[config.mk]
export PLATFORM = sky130hd
export DESIGN_NAME = rst_cause_ctrl
export DESIGN_NICKNAME = d
export VERILOG_FILES = /design/src/rtl/rcc_pkg.sv /design/src/rtl/rcc_addr_decode.sv /design/src/rtl/rcc_first_tracker.sv /design/src/rtl/rcc_cause_bits.sv /design/src/rtl/rst_cause_ctrl.sv
export SDC_FILE = /design/constraint.sdc
export NUM_CORES = 1
export LEC_CHECK = 0
export BUFFER_PORTS_ARGS = -buffer_cell sky130_fd_sc_hd__buf_2
export CORE_AREA = 2 2 51 53
export CTS_CLUSTER_DIAMETER = 120
export CTS_CLUSTER_SIZE = 25
export DETAILED_ROUTE_END_ITERATION = 16
export DIE_AREA = 0 0 53 55
export GPL_TIMING_DRIVEN = 0
export PLACE_DENSITY = 0.75
export RECOVER_POWER = 100
export SYNTH_ARGS = -nofsm -noshare
export SYNTH_HDL_FRONTEND = slang
export SYNTH_SLANG_ARGS = --single-unit
[constraint.sdc]
create_clock -name clk_i -period 1.3 [get_ports clk_i]
set_clock_uncertainty 0.2 [all_clocks]
set_input_delay 0 -clock clk_i [delete_from_list [all_inputs] [get_ports clk_i]]
set_output_delay 0 -clock clk_i [all_outputs]
set_load 0.005 [all_outputs]
[src/rtl/rcc_pkg.sv]
package rcc_pkg;
   // Cause flags occupy the top CAUSE_W bits of the word; index 0 is the lowest.
   localparam int CAUSE_W   = 5;
   localparam int CAUSE_LSB = 27;

   localparam int IDX_BTN_XIR = 0;  // word bit 27
   localparam int IDX_BTN_POR = 1;  // word bit 28
   localparam int IDX_SW_XIR  = 2;  // word bit 29
   localparam int IDX_SW_POR  = 3;  // word bit 30
   localparam int IDX_POR     = 4;  // word bit 31

   typedef logic [CAUSE_W-1:0] cause_t;

   // Write policy per flag
   localparam cause_t CLR_ON_ONE = 5'b10011;
   localparam cause_t SET_ON_ONE = 5'b01100;
   // Value loaded on a first reset event
   localparam cause_t FIRST_LOAD = 5'b10000;
endpackage

[src/rtl/rcc_addr_decode.sv]
module rcc_addr_decode #(
   parameter int          ADDR_W    = 16,
   parameter logic [15:0] BASE_ADDR = 16'hF020
) (
   input  logic [ADDR_W-1:0] addr_i,
   output logic              sel_o
);
   localparam int TAG_W = ADDR_W - 3;

   if (ADDR_W < 4) begin : g_bad_width
      $error("rcc_addr_decode: ADDR_W too small");
   end
   if (BASE_ADDR[2:0] != 3'b000) begin : g_bad_base
      $error("rcc_addr_decode: BASE_ADDR must be 8-byte aligned");
   end

   logic [TAG_W-1:0] base_tag;
   logic             unused_low_bits;

   assign base_tag        = TAG_W'(BASE_ADDR >> 3);
   assign unused_low_bits = ^addr_i[1:0];

   // Upper word of the 8-byte pair carries the register
   assign sel_o = (addr_i[ADDR_W-1:3] == base_tag) && addr_i[2];
endmodule

[src/rtl/rcc_first_tracker.sv]
module rcc_first_tracker #(
   parameter int CNT_MAX = 1
) (
   input  logic clk_i,
   input  logic por_ni,
   input  logic sys_rst_i,
   input  logic clr_i,
   output logic first_o
);
   localparam int CNT_W = (CNT_MAX < 1) ? 1 : $clog2(CNT_MAX + 1);

   if (CNT_MAX < 1) begin : g_bad_max
      $error("rcc_first_tracker: CNT_MAX must be at least 1");
   end

   logic [CNT_W-1:0] cnt_q;

   always_ff @(posedge clk_i or negedge por_ni) begin
      if (!por_ni) begin
         cnt_q <= '0;
      end else if (sys_rst_i) begin
         if (cnt_q != CNT_W'(CNT_MAX)) cnt_q <= cnt_q + 1'b1;
      end else if (clr_i) begin
         cnt_q <= '0;
      end
   end

   assign first_o = (cnt_q == '0);

   // a zeroing request outside reset leaves the count at zero
   p_cnt_zeroed_r5: assert property (@(posedge clk_i) disable iff (!por_ni)
      (clr_i && !sys_rst_i) |=> first_o);
   // any reset event leaves a non-zero count
   p_cnt_advance_r7: assert property (@(posedge clk_i) disable iff (!por_ni)
      sys_rst_i |=> !first_o);
endmodule

[src/rtl/rcc_cause_bits.sv]
module rcc_cause_bits
   import rcc_pkg::*;
(
   input  logic   clk_i,
   input  logic   por_ni,
   input  logic   sys_rst_i,
   input  logic   first_i,
   input  logic   wr_hit_i,
   input  cause_t wbits_i,
   input  logic   btn_por_i,
   input  logic   btn_xir_i,
   output cause_t flags_o,
   output logic   cnt_clr_o,
   output logic   req_o
);
   cause_t btn_set;
   logic   req_d;

   always_comb begin
      btn_set = '0;
      btn_set[IDX_BTN_XIR] = btn_xir_i;
      btn_set[IDX_BTN_POR] = btn_por_i;
   end

   for (genvar i = 0; i < CAUSE_W; i++) begin : g_flag
      logic wr_one;
      logic nxt;

      assign wr_one = wr_hit_i && wbits_i[i];

      if (CLR_ON_ONE[i]) begin : g_clear_policy
         assign nxt = (flags_o[i] && !wr_one) || btn_set[i];
      end else begin : g_set_policy
         assign nxt = flags_o[i] || wr_one || btn_set[i];
      end

      always_ff @(posedge clk_i or negedge por_ni) begin
         if (!por_ni) begin
            flags_o[i] <= FIRST_LOAD[i];
         end else if (sys_rst_i) begin
            if (first_i) flags_o[i] <= FIRST_LOAD[i];
         end else begin
            flags_o[i] <= nxt;
         end
      end
   end

   assign cnt_clr_o = !sys_rst_i && ((wr_hit_i && wbits_i[IDX_SW_POR]) || btn_por_i);
   assign req_d     = !sys_rst_i &&
                      ((wr_hit_i && (wbits_i[IDX_SW_POR] || wbits_i[IDX_SW_XIR])) ||
                       btn_por_i || btn_xir_i);

   always_ff @(posedge clk_i or negedge por_ni) begin
      if (!por_ni) req_o <= 1'b0;
      else         req_o <= req_d;
   end

   // first reset event reloads only the power-on flag
   p_first_load_r1: assert property (@(posedge clk_i) disable iff (!por_ni)
      (sys_rst_i && first_i) |=> (flags_o == FIRST_LOAD));
   // later reset events keep the word
   p_later_hold_r7: assert property (@(posedge clk_i) disable iff (!por_ni)
      (sys_rst_i && !first_i) |=> $stable(flags_o));
   // writing one to the power-on flag clears it
   p_por_clear_r3: assert property (@(posedge clk_i) disable iff (!por_ni)
      (wr_hit_i && wbits_i[IDX_POR] && !sys_rst_i) |=> !flags_o[IDX_POR]);
   // a software flag only drops through a reset event
   p_sw_sticky_r4: assert property (@(posedge clk_i) disable iff (!por_ni)
      (flags_o[IDX_SW_POR] && !sys_rst_i) |=> flags_o[IDX_SW_POR]);
   // a button pulse always leaves its flag set
   p_btn_xir_set_r8: assert property (@(posedge clk_i) disable iff (!por_ni)
      (btn_xir_i && !sys_rst_i) |=> flags_o[IDX_BTN_XIR]);
   // no request follows a reset-event cycle
   p_no_req_in_rst_r10: assert property (@(posedge clk_i) disable iff (!por_ni)
      $past(sys_rst_i) |-> !req_o);
endmodule

[src/rtl/rst_cause_ctrl.sv]
module rst_cause_ctrl
   import rcc_pkg::*;
#(
   parameter int          ADDR_W    = 16,
   parameter int          DATA_W    = 32,
   parameter logic [15:0] BASE_ADDR = 16'hF020,
   parameter int          CNT_MAX   = 1
) (
   input  logic              clk_i,
   input  logic              por_ni,
   input  logic              sys_rst_i,
   input  logic [ADDR_W-1:0] bus_addr_i,
   input  logic              bus_wr_i,
   input  logic [DATA_W-1:0] bus_wdata_i,
   output logic [DATA_W-1:0] bus_rdata_o,
   input  logic              btn_por_i,
   input  logic              btn_xir_i,
   output logic              rst_req_o
);
   localparam int PAD_W = DATA_W - CAUSE_W - CAUSE_LSB;

   if (DATA_W != CAUSE_LSB + CAUSE_W) begin : g_bad_data
      $error("rst_cause_ctrl: DATA_W must equal 32");
   end

   logic   sel;
   logic   wr_hit;
   logic   first;
   logic   cnt_clr;
   cause_t flags;
   logic   unused_wdata_bits;

   assign unused_wdata_bits = ^bus_wdata_i[CAUSE_LSB-1:0];

   rcc_addr_decode #(.ADDR_W(ADDR_W), .BASE_ADDR(BASE_ADDR)) u_decode (
      .addr_i (bus_addr_i),
      .sel_o  (sel)
   );

   assign wr_hit = bus_wr_i && sel;

   rcc_first_tracker #(.CNT_MAX(CNT_MAX)) u_tracker (
      .clk_i     (clk_i),
      .por_ni    (por_ni),
      .sys_rst_i (sys_rst_i),
      .clr_i     (cnt_clr),
      .first_o   (first)
   );

   rcc_cause_bits u_bits (
      .clk_i     (clk_i),
      .por_ni    (por_ni),
      .sys_rst_i (sys_rst_i),
      .first_i   (first),
      .wr_hit_i  (wr_hit),
      .wbits_i   (bus_wdata_i[CAUSE_LSB +: CAUSE_W]),
      .btn_por_i (btn_por_i),
      .btn_xir_i (btn_xir_i),
      .flags_o   (flags),
      .cnt_clr_o (cnt_clr),
      .req_o     (rst_req_o)
   );

   if (PAD_W > 0) begin : g_pad
      assign bus_rdata_o = sel ? {{PAD_W{1'b0}}, flags, {CAUSE_LSB{1'b0}}} : '0;
   end else begin : g_nopad
      assign bus_rdata_o = sel ? {flags, {CAUSE_LSB{1'b0}}} : '0;
   end

   // a software power-on write requests exactly one cycle later
   p_swpor_req_r5: assert property (@(posedge clk_i) disable iff (!por_ni)
      (wr_hit && bus_wdata_i[30] && !sys_rst_i) |=> rst_req_o);
endmodule

==> impl_metrics.json, run 1 <==
{
  "outcome": "finished, violations left",
  "violations": "setup timing",
  "cp.arrival_ns": 1.27,
  "setup-tns-final_ns": -0.878,
  "finalPower_mw": 0.622,
  "start_util": 0.250,
  "swShare": 0.253,
  "ff2ff_path_depth": 3,
  "die_h_um": 55,
  "ant_nets": 0,
  "firstDrtPassIters": 4,
  "synth_top_area_cell": "buf_4",
  "hold_viol_final": 0,
  "die_w_um": 53,
  "worstHoldPathType": "in2reg",
  "rsz0062_at_grt": "yes",
  "drc_errors": 0,
  "wl_per_cell_um": 8.80,
  "nFillCells": 253,
  "post_dp_cell_area_um2": 881,
  "synth_area_um2": 592,
  "worstSetupPathType": "in2out",
  "root_buffer": "clkbuf_4",
  "antenna_cells": 0,
  "place_hpwl_um": 1170,
  "synth_top_area_share": 0.342,
  "synthTopCellsByArea": "buf_4 (34%), dfrtp_1 (25%), and2_1 (5.3%)",
  "clk_path_buf_depth": 2,
  "synth_seq_area_share": 0.298,
  "cp.required_ns": 1.10,
  "grt_first_pass_wirelength_um": 2200,
  "final-setup-viol-count": 9,
  "cts_tree": "yes",
  "track_usage": 0.107,
  "io_pins": 87,
  "wl_um": 1450,
  "max-cap-violations": 0,
  "p_int_mw": 0.465,
  "power_density_nw_per_um2": 599,
  "startpoint_type": "input pin",
  "grt_pass1_vias": 536,
  "postLayoutCellArea_um2": 1040,
  "synthCells": 63,
  "multi_input_area_um2": 315,
  "fmax_mhz": 680,
  "ff_latch_area_um2": 176,
  "peakVddDrop_mv": 0.450,
  "areaGrowthSynthToFinish_pct": 75.5,
  "setup_slack_ns": -0.170,
  "htreeDepth": 1,
  "p_comb_frac": 0.299,
  "period_needed_ns": 1.47,
  "ys_seq_elements": 7,
  "p_leak_nw": 0.598,
  "clkPwrFrac": 0.323,
  "holdPathStages": 3,
  "nets": 190,
  "vias": 608,
  "path_max_fanout": 5,
  "pwr-share-seq": 0.379,
  "path_clk_slew_ns": 0.05,
  "synth_warnings": 0,
  "portBuffers": 30,
  "synth.avg_cell_area_um2": 9.39,
  "drtIter0Drc": 6,
  "antenna_found_initial": 0,
  "die-area_um2": 2920,
  "drv_slew": 0,
  "synth_cell_type_count": 21,
  "cts.sinks": 7,
  "p_switching_mw": 0.157,
  "fin_util": 0.439,
  "grt_max_degree": 8,
  "fin_crit_sh": 1.13,
  "viasPerCell": 3.68,
  "critPathCaptureType": "output pin",
  "placement_rows": 18,
  "core_um2": 2360,
  "drive_gt1_frac": 0.489,
  "cts_made_buffers": 3,
  "gr-total-overflow": 0,
  "gp_congestion": 0.765,
  "clkLatencyLatePin_ns": 0.25
}
-- per-stage QoR --
stage | hold WS [ns] | std cells | setup slack [ns]
2_1_floorplan | -0.496 | 89 | -0.0354
3_3_place_gp | -0.369 | 149 | -0.284
3_5_place_dp | -0.364 | 149 | -0.290
4_1_cts | 0.0133 | 165 | -0.192
5_1_grt | 0.0307 | 165 | -0.262
6_report | 0.0134 | 165 | -0.170
-- synthesized netlist by cell type --
cell,count
buf_4,27
dfrtp_1,6
and2_1,5
a21oi_1,3
a22o_1,2
a2bb2oi_1,2
a31oi_1,2
inv_1,2
nand4b_1,2
conb_1,1
dfstp_2,1
nand2_1,1
nand2b_1,1
nor2_1,1
nor2b_1,1
nor4_2,1
nor4_4,1
o2bb2ai_1,1
or2_2,1
or4_4,1
or4b_1,1
-- state kept, by name, indices dropped and copies added (netlist names) --
register         flops
u_bits.req_o         1
u_bits.flags_o       5
u_tracker.cnt_q      1
-- logic make-up (layout without fill, tap and decap cells) --
kind of cell	count (synthesis)	after routing	share of synthesized area
compound gates	10	10	0.121
simple gates	16	16	0.220
flops	7	7	0.298
other cells	1	27	0.00634
buf+inv	29	75	0.355
-- path summary, 6_finish.rpt --
kind / start / end / slack (ns)
max: bus_addr_i[10] / bus_rdata_o[30] / -0.17
min: sys_rst_i / u_bits.flags_o[3] / 0.01
max reg2reg: u_tracker.cnt_q / u_bits.flags_o[1] / 0.17
min reg2reg: u_bits.flags_o[3] / u_bits.flags_o[3] / 0.30
max in group asynchronous: por_ni / u_bits.flags_o[3] / 0.16
min in group asynchronous: por_ni / u_bits.flags_o[4] / 0.03
-- metal layers --
| layer | vias to the layer above | share of wire | GRT usage |
|---|---|---|---|
| met5 | - | 0 | 0 |
| met4 | 0 | 0.0028 | 0.0641 |
| met3 | 2 | 0.083 | 0.0269 |
| met2 | 27 | 0.56 | 0.213 |
| met1 | 271 | 0.35 | 0.0985 |
| li1 | 308 | - | - |
-- cell type report --
class                   count  area share
plain buffers              27       0.195
flip-flops and latches      7       0.170
clock buffers               4      0.0253
inverters                   2     0.00723
multi-input cells          53       0.304
well taps                  30      0.0361
repair buffers             42       0.263
-- placed cells by master (no fill, tap or decap), drive strengths merged, types with 2 or more instances in the layout --
| cell | n |
|---|---|
| dfrtp | 6 |
| inv | 2 |
| a21oi | 3 |
| a22o | 2 |
| nor4 | 2 |
| buf | 56 |
| a2bb2oi | 2 |
| clkbuf | 7 |
| conb | 27 |
| and2 | 5 |
| a31oi | 2 |
| nand4b | 2 |
| dlygate4sd3 | 10 |
-- worst max-delay path, stage by stage --
cell and delay [ns]:
buf_6 0.09, or4b_4 0.55, nor4_4 0.36, and2_1 0.17
buf_2 0.11
-- repair_timing --
action | in CTS | in global routing
setup endpoints to repair | 9 | 6
hold buffers | 10 | 0
hold endpoints to repair | 14 | 0
gates resized for setup | 2 | 1
setup buffers | 2 | 0
pin swaps | 5 | 4
-- power groups by stage --
stage	clock, mW	combinational (mW)	sequential [mW]
finish	0.201	0.186	0.236
global route	0.215	0.208	0.237
CTS	0.210	0.183	0.235
global placement	0	0.152	0.238
detailed placement	0	0.155	0.239
floorplan	0	0.105	0.238
(Power assumes the default switching activity.)
==> inputs of run 2 (changes only) <==
--- a/config.mk
+++ b/config.mk
@@ -5,15 +5,17 @@
 export SDC_FILE = /design/constraint.sdc
 export NUM_CORES = 1
 export LEC_CHECK = 0
+export ABC_AREA = 1
 export BUFFER_PORTS_ARGS = -buffer_cell sky130_fd_sc_hd__buf_2
-export CORE_AREA = 2 2 51 53
+export CORE_AREA = 2 2 53 55
 export CTS_CLUSTER_DIAMETER = 120
 export CTS_CLUSTER_SIZE = 25
 export DETAILED_ROUTE_END_ITERATION = 16
-export DIE_AREA = 0 0 53 55
+export DIE_AREA = 0 0 55 57
 export GPL_TIMING_DRIVEN = 0
-export PLACE_DENSITY = 0.75
+export PLACE_DENSITY = 0.72
 export RECOVER_POWER = 100
+export SLEW_MARGIN = 10
 export SYNTH_ARGS = -nofsm -noshare
 export SYNTH_HDL_FRONTEND = slang
 export SYNTH_SLANG_ARGS = --single-unit
==> run 2 against run 1 <==
The flow finishes with violations (hold timing). First-iteration DRC count fell by 17%. Global-route usage down 0.74 points. Sequential power hardly changed. Via count increased by 21%. Die area increased by 7.5%. Largest cell class unchanged. Total power increased by 2.1%. Clock power hardly changed. Sequential cell count did not move.
==> impl_metrics.json, run 2 <==
{
  "holdPathStages": 6,
  "cp.required_ns": 1.10,
  "grt_pass1_vias": 597,
  "worstSetupPathType": "reg2out",
  "synth.most_common_cell": "buf_4",
  "path_buf_inv": 2,
  "crit-reg2reg-capture": "u_bits.flags_o[0]",
  "ys_top_cells_by_count": "buf_4 (27), inv_1 (15), nand2_1 (15), nor2_1 (15), dfrtp_1 (6)",
  "violations": "hold timing",
  "antenna_cells": 0,
  "startpoint_type": "flop",
  "hold_viol_final": 3,
  "min_from": "bus_addr_i[11]",
  "rr_startpoint": "u_tracker.cnt_q",
  "htreeDepth": 1,
  "fmax_mhz": 820,
  "rrSetupSlack_ns": 0.20,
  "final-setup-viol-count": 0,
  "viasPerCell": 3.60,
  "outcome": "finished, violations left",
  "synth-main-ff-cell": "dfrtp_1",
  "nets": 228,
  "ff_latch_area_um2": 176,
  "io_pins": 87,
  "path_max_fanout": 2,
  "multi_input_area_um2": 334,
  "fin_crit_sh": 0.939,
  "synth_top_area_cell": "buf_4",
  "rsz0062_at_grt": "no",
  "mostFrequentLayoutCells": "buf_4 (27), conb_1 (27), buf_2 (24)",
  "finalPower_mw": 0.635,
  "synth_warnings": 0,
  "slowest_delay_ns": 0.53,
  "synth_edf_count": 0,
  "synth_cell_type_count": 16,
  "antenna_found_initial": 0,
  "place_hpwl_um": 1220,
  "postCtsSetupRepairBufs": 0,
  "vias": 735,
  "wl_um": 1480,
  "synth_top_area_share": 0.300,
  "die_w_um": 55,
  "setup-tns-final_ns": 0,
  "synth.avg_cell_area_um2": 6.69,
  "drtIter0Drc": 5,
  "grt_max_degree": 7,
  "dp_slack_ns": 0.112,
  "grt_first_pass_wirelength_um": 2270,
  "wl_per_cell_um": 7.27,
  "ys_seq_elements": 7,
  "max-cap-violations": 0,
  "root_buffer": "clkbuf_4",
  "firstDrtPassIters": 3,
  "clkLatencyLatePin_ns": 0.25,
  "peakVddDrop_mv": 0.551,
  "postLayoutCellArea_um2": 1100,
  "core_um2": 2620,
  "die-area_um2": 3140,
  "synthTopCellsByArea": "buf_4 (30%), dfrtp_1 (22%), inv_1 (8.3%)",
  "hold_path_end": "u_bits.flags_o[2]",
  "cpMaxStageDelayCell": "dfstp_2",
  "holdWs_ns": -0.0387,
  "gp_congestion": 0.784,
  "cts_made_buffers": 3,
  "portBuffers": 30,
  "path_cells": "inv_1 > nor2_1 > clkbuf_1",
  "p_leak_nw": 0.652,
  "gr-total-overflow": 0,
  "areaGrowthSynthToFinish_pct": 63.1,
  "drv_slew": 0,
  "reg.largest.list": "u_bits.flags_o x5, u_bits.req_o x1, u_tracker.cnt_q x1",
  "synth_seq_area_share": 0.261,
  "ff2ff_path_depth": 4,
  "cts_resized": 0,
  "nFillCells": 304,
  "async_flop_share": 1.00,
  "period_needed_ns": 1.22,
  "cts_tree": "yes",
  "worstHoldPathType": "in2reg",
  "path_delay_family": "flip-flops",
  "synthCells": 101,
  "drive_gt1_frac": 0.347,
  "regMostFlops": "u_bits.flags_o",
  "track_usage": 0.0998,
  "ant_nets": 0,
  "start_util": 0.258,
  "critPathCaptureType": "output pin",
  "path_clk_slew_ns": 0.05,
  "synth_area_um2": 676,
  "power_density_nw_per_um2": 577,
  "cts.sinks": 7,
  "die_h_um": 57,
  "cp.arrival_ns": 1.02,
  "drc_errors": 0,
  "post_dp_cell_area_um2": 962,
  "setup_slack_ns": 0.0798,
  "placement_rows": 19,
  "largest_reg_flops": 5,
  "clk_path_buf_depth": 2
}
==> run 2: power by group <==
group / internal [mW] / switching, mW / leakage [nW] / total [mW]
clock: 0.117 / 0.0808 / 0.0150 / 0.198
combinational: 0.119 / 0.0850 / 0.553 / 0.204
sequential: 0.230 / 0.00357 / 0.0831 / 0.234
==> run 2: worst max path at each step <==
stage,cells past startpoint,slack (ns),endpoint,start
4_1_cts,3,0.09,bus_rdata_o[31],u_bits.flags_o[4]
6_report,3,0.08,bus_rdata_o[31],u_bits.flags_o[4]
3_5_place_dp,6,0.11,u_bits.flags_o[1],bus_addr_i[8]
5_1_grt,3,0.03,bus_rdata_o[31],u_bits.flags_o[4]
3_3_place_gp,6,0.11,u_bits.flags_o[0],bus_addr_i[8]
2_1_floorplan,3,0.29,u_bits.flags_o[4],u_tracker.cnt_q
==> run 2: stage by stage <==
step / hold slack, ns / cells / util
2_1_floorplan: -0.496 / 127 / -
3_3_place_gp: -0.359 / 188 / 0.368
3_5_place_dp: -0.356 / 188 / 0.368
4_1_cts: -0.281 / 203 / 0.420
5_1_grt: -0.0136 / 204 / 0.422
6_report: -0.0387 / 204 / 0.422
==> run 2: timing repair <==
| item | in CTS | in global routing |
|---|---|---|
| endpoints found under the setup margin | 0 | 0 |
| hold endpoints to repair | 14 | 2 |
| hold buffers | 11 | 1 |
==> run 2: cells by family after synthesis <==
kind of cell           Yosys count  synth area share
and+or+nand+nor                 45             0.302
buffers and inverters           43             0.389
DFF                              7             0.261
AOI/OAI and AO/OA                5            0.0426
other                            1           0.00555
==> run 2: worst register-to-register path: stages, from the launching register on <==
cell	delay, ns
dfrtp_1	0.38
nor2_2	0.21
nor2_1	0.06
o21ai_0	0.07
nand2_1	0.06
==> run 2: layout make-up <==
cell class	count	share of cell area
Sequential cell	7	0.160
Tap cell	31	0.0352
Timing Repair Buffer	42	0.239
Multi-Input combinational cell	77	0.303
Inverter	16	0.0545
Clock buffer	4	0.0238
Buffer	27	0.184
==> run 2: layer usage <==
metal,track usage,wire (um),vias to the layer above,part of all wire
met3,0.0550,197,0,0.13
li1,-,-,399,-
met4,0.0209,0,0,0
met1,0.0997,528,305,0.36
met2,0.177,758,31,0.51
met5,0,0,-,0
==> inputs of run 3 (changes only) <==
--- a/config.mk
+++ b/config.mk
@@ -7,13 +7,14 @@
 export LEC_CHECK = 0
 export ABC_AREA = 1
 export BUFFER_PORTS_ARGS = -buffer_cell sky130_fd_sc_hd__buf_2
-export CORE_AREA = 2 2 53 55
+export CORE_AREA = 2 2 52 54
+export CTS_BUF_LIST = sky130_fd_sc_hd__clkbuf_8
 export CTS_CLUSTER_DIAMETER = 120
 export CTS_CLUSTER_SIZE = 25
 export DETAILED_ROUTE_END_ITERATION = 16
-export DIE_AREA = 0 0 55 57
+export DIE_AREA = 0 0 54 56
 export GPL_TIMING_DRIVEN = 0
-export PLACE_DENSITY = 0.72
+export PLACE_DENSITY = 0.74
 export RECOVER_POWER = 100
 export SLEW_MARGIN = 10
 export SYNTH_ARGS = -nofsm -noshare
==> constraint.sdc (replaced) <==
create_clock -name clk_i -period 1 [get_ports clk_i]
set_clock_uncertainty 0.2 [all_clocks]
set_input_delay 0 -clock clk_i [delete_from_list [all_inputs] [get_ports clk_i]]
set_output_delay 0 -clock clk_i [all_outputs]
set_load 0.005 [all_outputs]
==> run 3 against run 2 <==
The flow finishes with violations (hold timing, setup timing). Clock-buffer cell count is 1 lower. Worst hold slack got worse by 0.094 ns. Final area grew 6.2%. Sequential power rose by 31%. Total power grew 53%. Core utilization is 6.0 points higher. Non-clock buffer count is 1 lower. Via count is 1.6% lower. Combinational power increased by 38%. Critical path type unchanged.
==> impl_metrics.json, run 3 (synthesis gave the netlist of run 2 again) <==
{
  "clk_path_buf_depth": 2,
  "hold_viol_final": 5,
  "period_needed_ns": 1.15,
  "place_hpwl_um": 1220,
  "gr-total-overflow": 0,
  "placement_rows": 18,
  "startpoint_type": "flop",
  "core_um2": 2430,
  "firstDrtPassIters": 4,
  "gp_congestion": 0.836,
  "final-setup-viol-count": 10,
  "path_clk_slew_ns": 0.04,
  "drc_errors": 0,
  "worstHoldPathType": "in2reg",
  "violations": "hold timing, setup timing",
  "ant_nets": 0,
  "vias": 723,
  "viasPerCell": 3.58,
  "setup-tns-final_ns": -0.714,
  "cp.arrival_ns": 0.95,
  "worstSetupPathType": "reg2out",
  "outcome": "finished, violations left",
  "wl_per_cell_um": 7.63,
  "critPathCaptureType": "output pin",
  "antenna_found_initial": 0,
  "nets": 227,
  "cts.sinks": 7,
  "areaGrowthSynthToFinish_pct": 73.3,
  "fmax_mhz": 867,
  "die_w_um": 54,
  "start_util": 0.278,
  "peakVddDrop_mv": 0.616,
  "path_max_fanout": 2,
  "drtIter0Drc": 7,
  "die-area_um2": 3020,
  "grt_pass1_vias": 607,
  "multi_input_area_um2": 374,
  "root_buffer": "clkbuf_8",
  "drive_gt1_frac": 0.442,
  "io_pins": 87,
  "mostFrequentLayoutCells": "buf_4 (29), conb_1 (27), buf_2 (26)",
  "nFillCells": 253,
  "holdWs_ns": -0.132,
  "reg.largest.list": "u_bits.flags_o x5, u_bits.req_o x1, u_tracker.cnt_q x1",
  "track_usage": 0.101,
  "antenna_cells": 0,
  "cts_made_buffers": 3,
  "cp.required_ns": 0.80,
  "fin_crit_sh": 1.15,
  "clkLatencyLatePin_ns": 0.22,
  "grt_max_degree": 10,
  "grt_first_pass_wirelength_um": 2290,
  "drv_slew": 0,
  "die_h_um": 56,
  "setup_slack_ns": -0.154,
  "largest_reg_flops": 5,
  "power_density_nw_per_um2": 832,
  "rsz0062_at_grt": "yes",
  "wl_um": 1540,
  "ff_latch_area_um2": 176,
  "max-cap-violations": 0,
  "p_leak_nw": 0.691,
  "portBuffers": 30,
  "regMostFlops": "u_bits.flags_o",
  "layout_commonest_cell": "buf_4",
  "htreeDepth": 1,
  "cts_tree": "yes",
  "finalPower_mw": 0.974
}
-- run 3: changes by cell type in the layout (fill, tap and decap cells not counted), moves of 3 or more --
cell	previous run	this run
buf_6	0	3
clkbuf_1	6	1
clkbuf_4	3	0
clkbuf_8	0	3
dlygate4sd3_1	12	8
nand3_1	5	2
nand3_2	0	3
-- run 3: per-layer routing --
metal  vias to the layer above  wire [um]  GRT usage  share of wire
met4                         0          0     0.0214              0
met1                       297        574      0.105           0.37
met3                         0        136     0.0430          0.088
met5                         -          0          0              0
li1                        397          -          -              -
met2                        29        830      0.181           0.54
-- run 3: through the flow --
| step | utilization | area [um^2] | hold slack, ns | setup WS (ns) | std cells |
|---|---|---|---|---|---|
| after floorplan | - | 773 | -0.496 | 0.00966 | 127 |
| after global placement | 0.395 | 961 | -0.361 | -0.176 | 187 |
| after detailed placement | 0.395 | 961 | -0.357 | -0.185 | 187 |
| after CTS | 0.459 | 1120 | -0.255 | -0.160 | 201 |
| after global routing | 0.481 | 1170 | -0.101 | -0.198 | 202 |
| final | 0.481 | 1170 | -0.132 | -0.154 | 202 |
-- run 3: power breakdown --
part           switching (mW)  leakage (nW)  internal (mW)
sequential            0.00633        0.0831          0.300
combinational           0.118         0.581          0.164
clock                   0.121        0.0269          0.265
total                   0.245         0.691          0.729
-- run 3: critical path, stage by stage, from the launching register on --
cell and delay [ns]:
dfstp_2 0.53, inv_2 0.03, nor2_1 0.06, buf_2 0.11
-- run 3: timing repair --
item,in CTS,in global routing
endpoints found under the hold margin,14,10
resized for setup,3,13
setup endpoints to repair,8,12
pin swaps,6,10
buffers inserted,1,2
hold buffers,9,2
-- run 3: area by class of cell --
| type | instances | area share |
|---|---|---|
| Multi-Input combinational cell | 77 | 0.319 |
| Timing Repair Buffer | 41 | 0.235 |
| Buffer | 27 | 0.173 |
| Sequential cell | 7 | 0.151 |
| Inverter | 16 | 0.0513 |
| Clock buffer | 3 | 0.0353 |
| Tap cell | 30 | 0.0321 |
| Clock inverter | 1 | 0.00321 |
-- run 3: path summary, 6_finish.rpt --
| check | from | slack, ns | cells past startpoint | end |
|---|---|---|---|---|
| max | u_bits.flags_o[4] | -0.15 | 3 | bus_rdata_o[31] |
| min | bus_wdata_i[30] | -0.13 | 3 | u_bits.flags_o[3] |
| max reg2reg | u_tracker.cnt_q | -0.04 | 4 | u_bits.flags_o[0] |
| min reg2reg | u_bits.flags_o[4] | 0.32 | 2 | u_bits.flags_o[4] |
| max in group asynchronous | por_ni | 0.27 | 2 | u_bits.flags_o[4] |
| min in group asynchronous | por_ni | 0.01 | 2 | u_tracker.cnt_q |
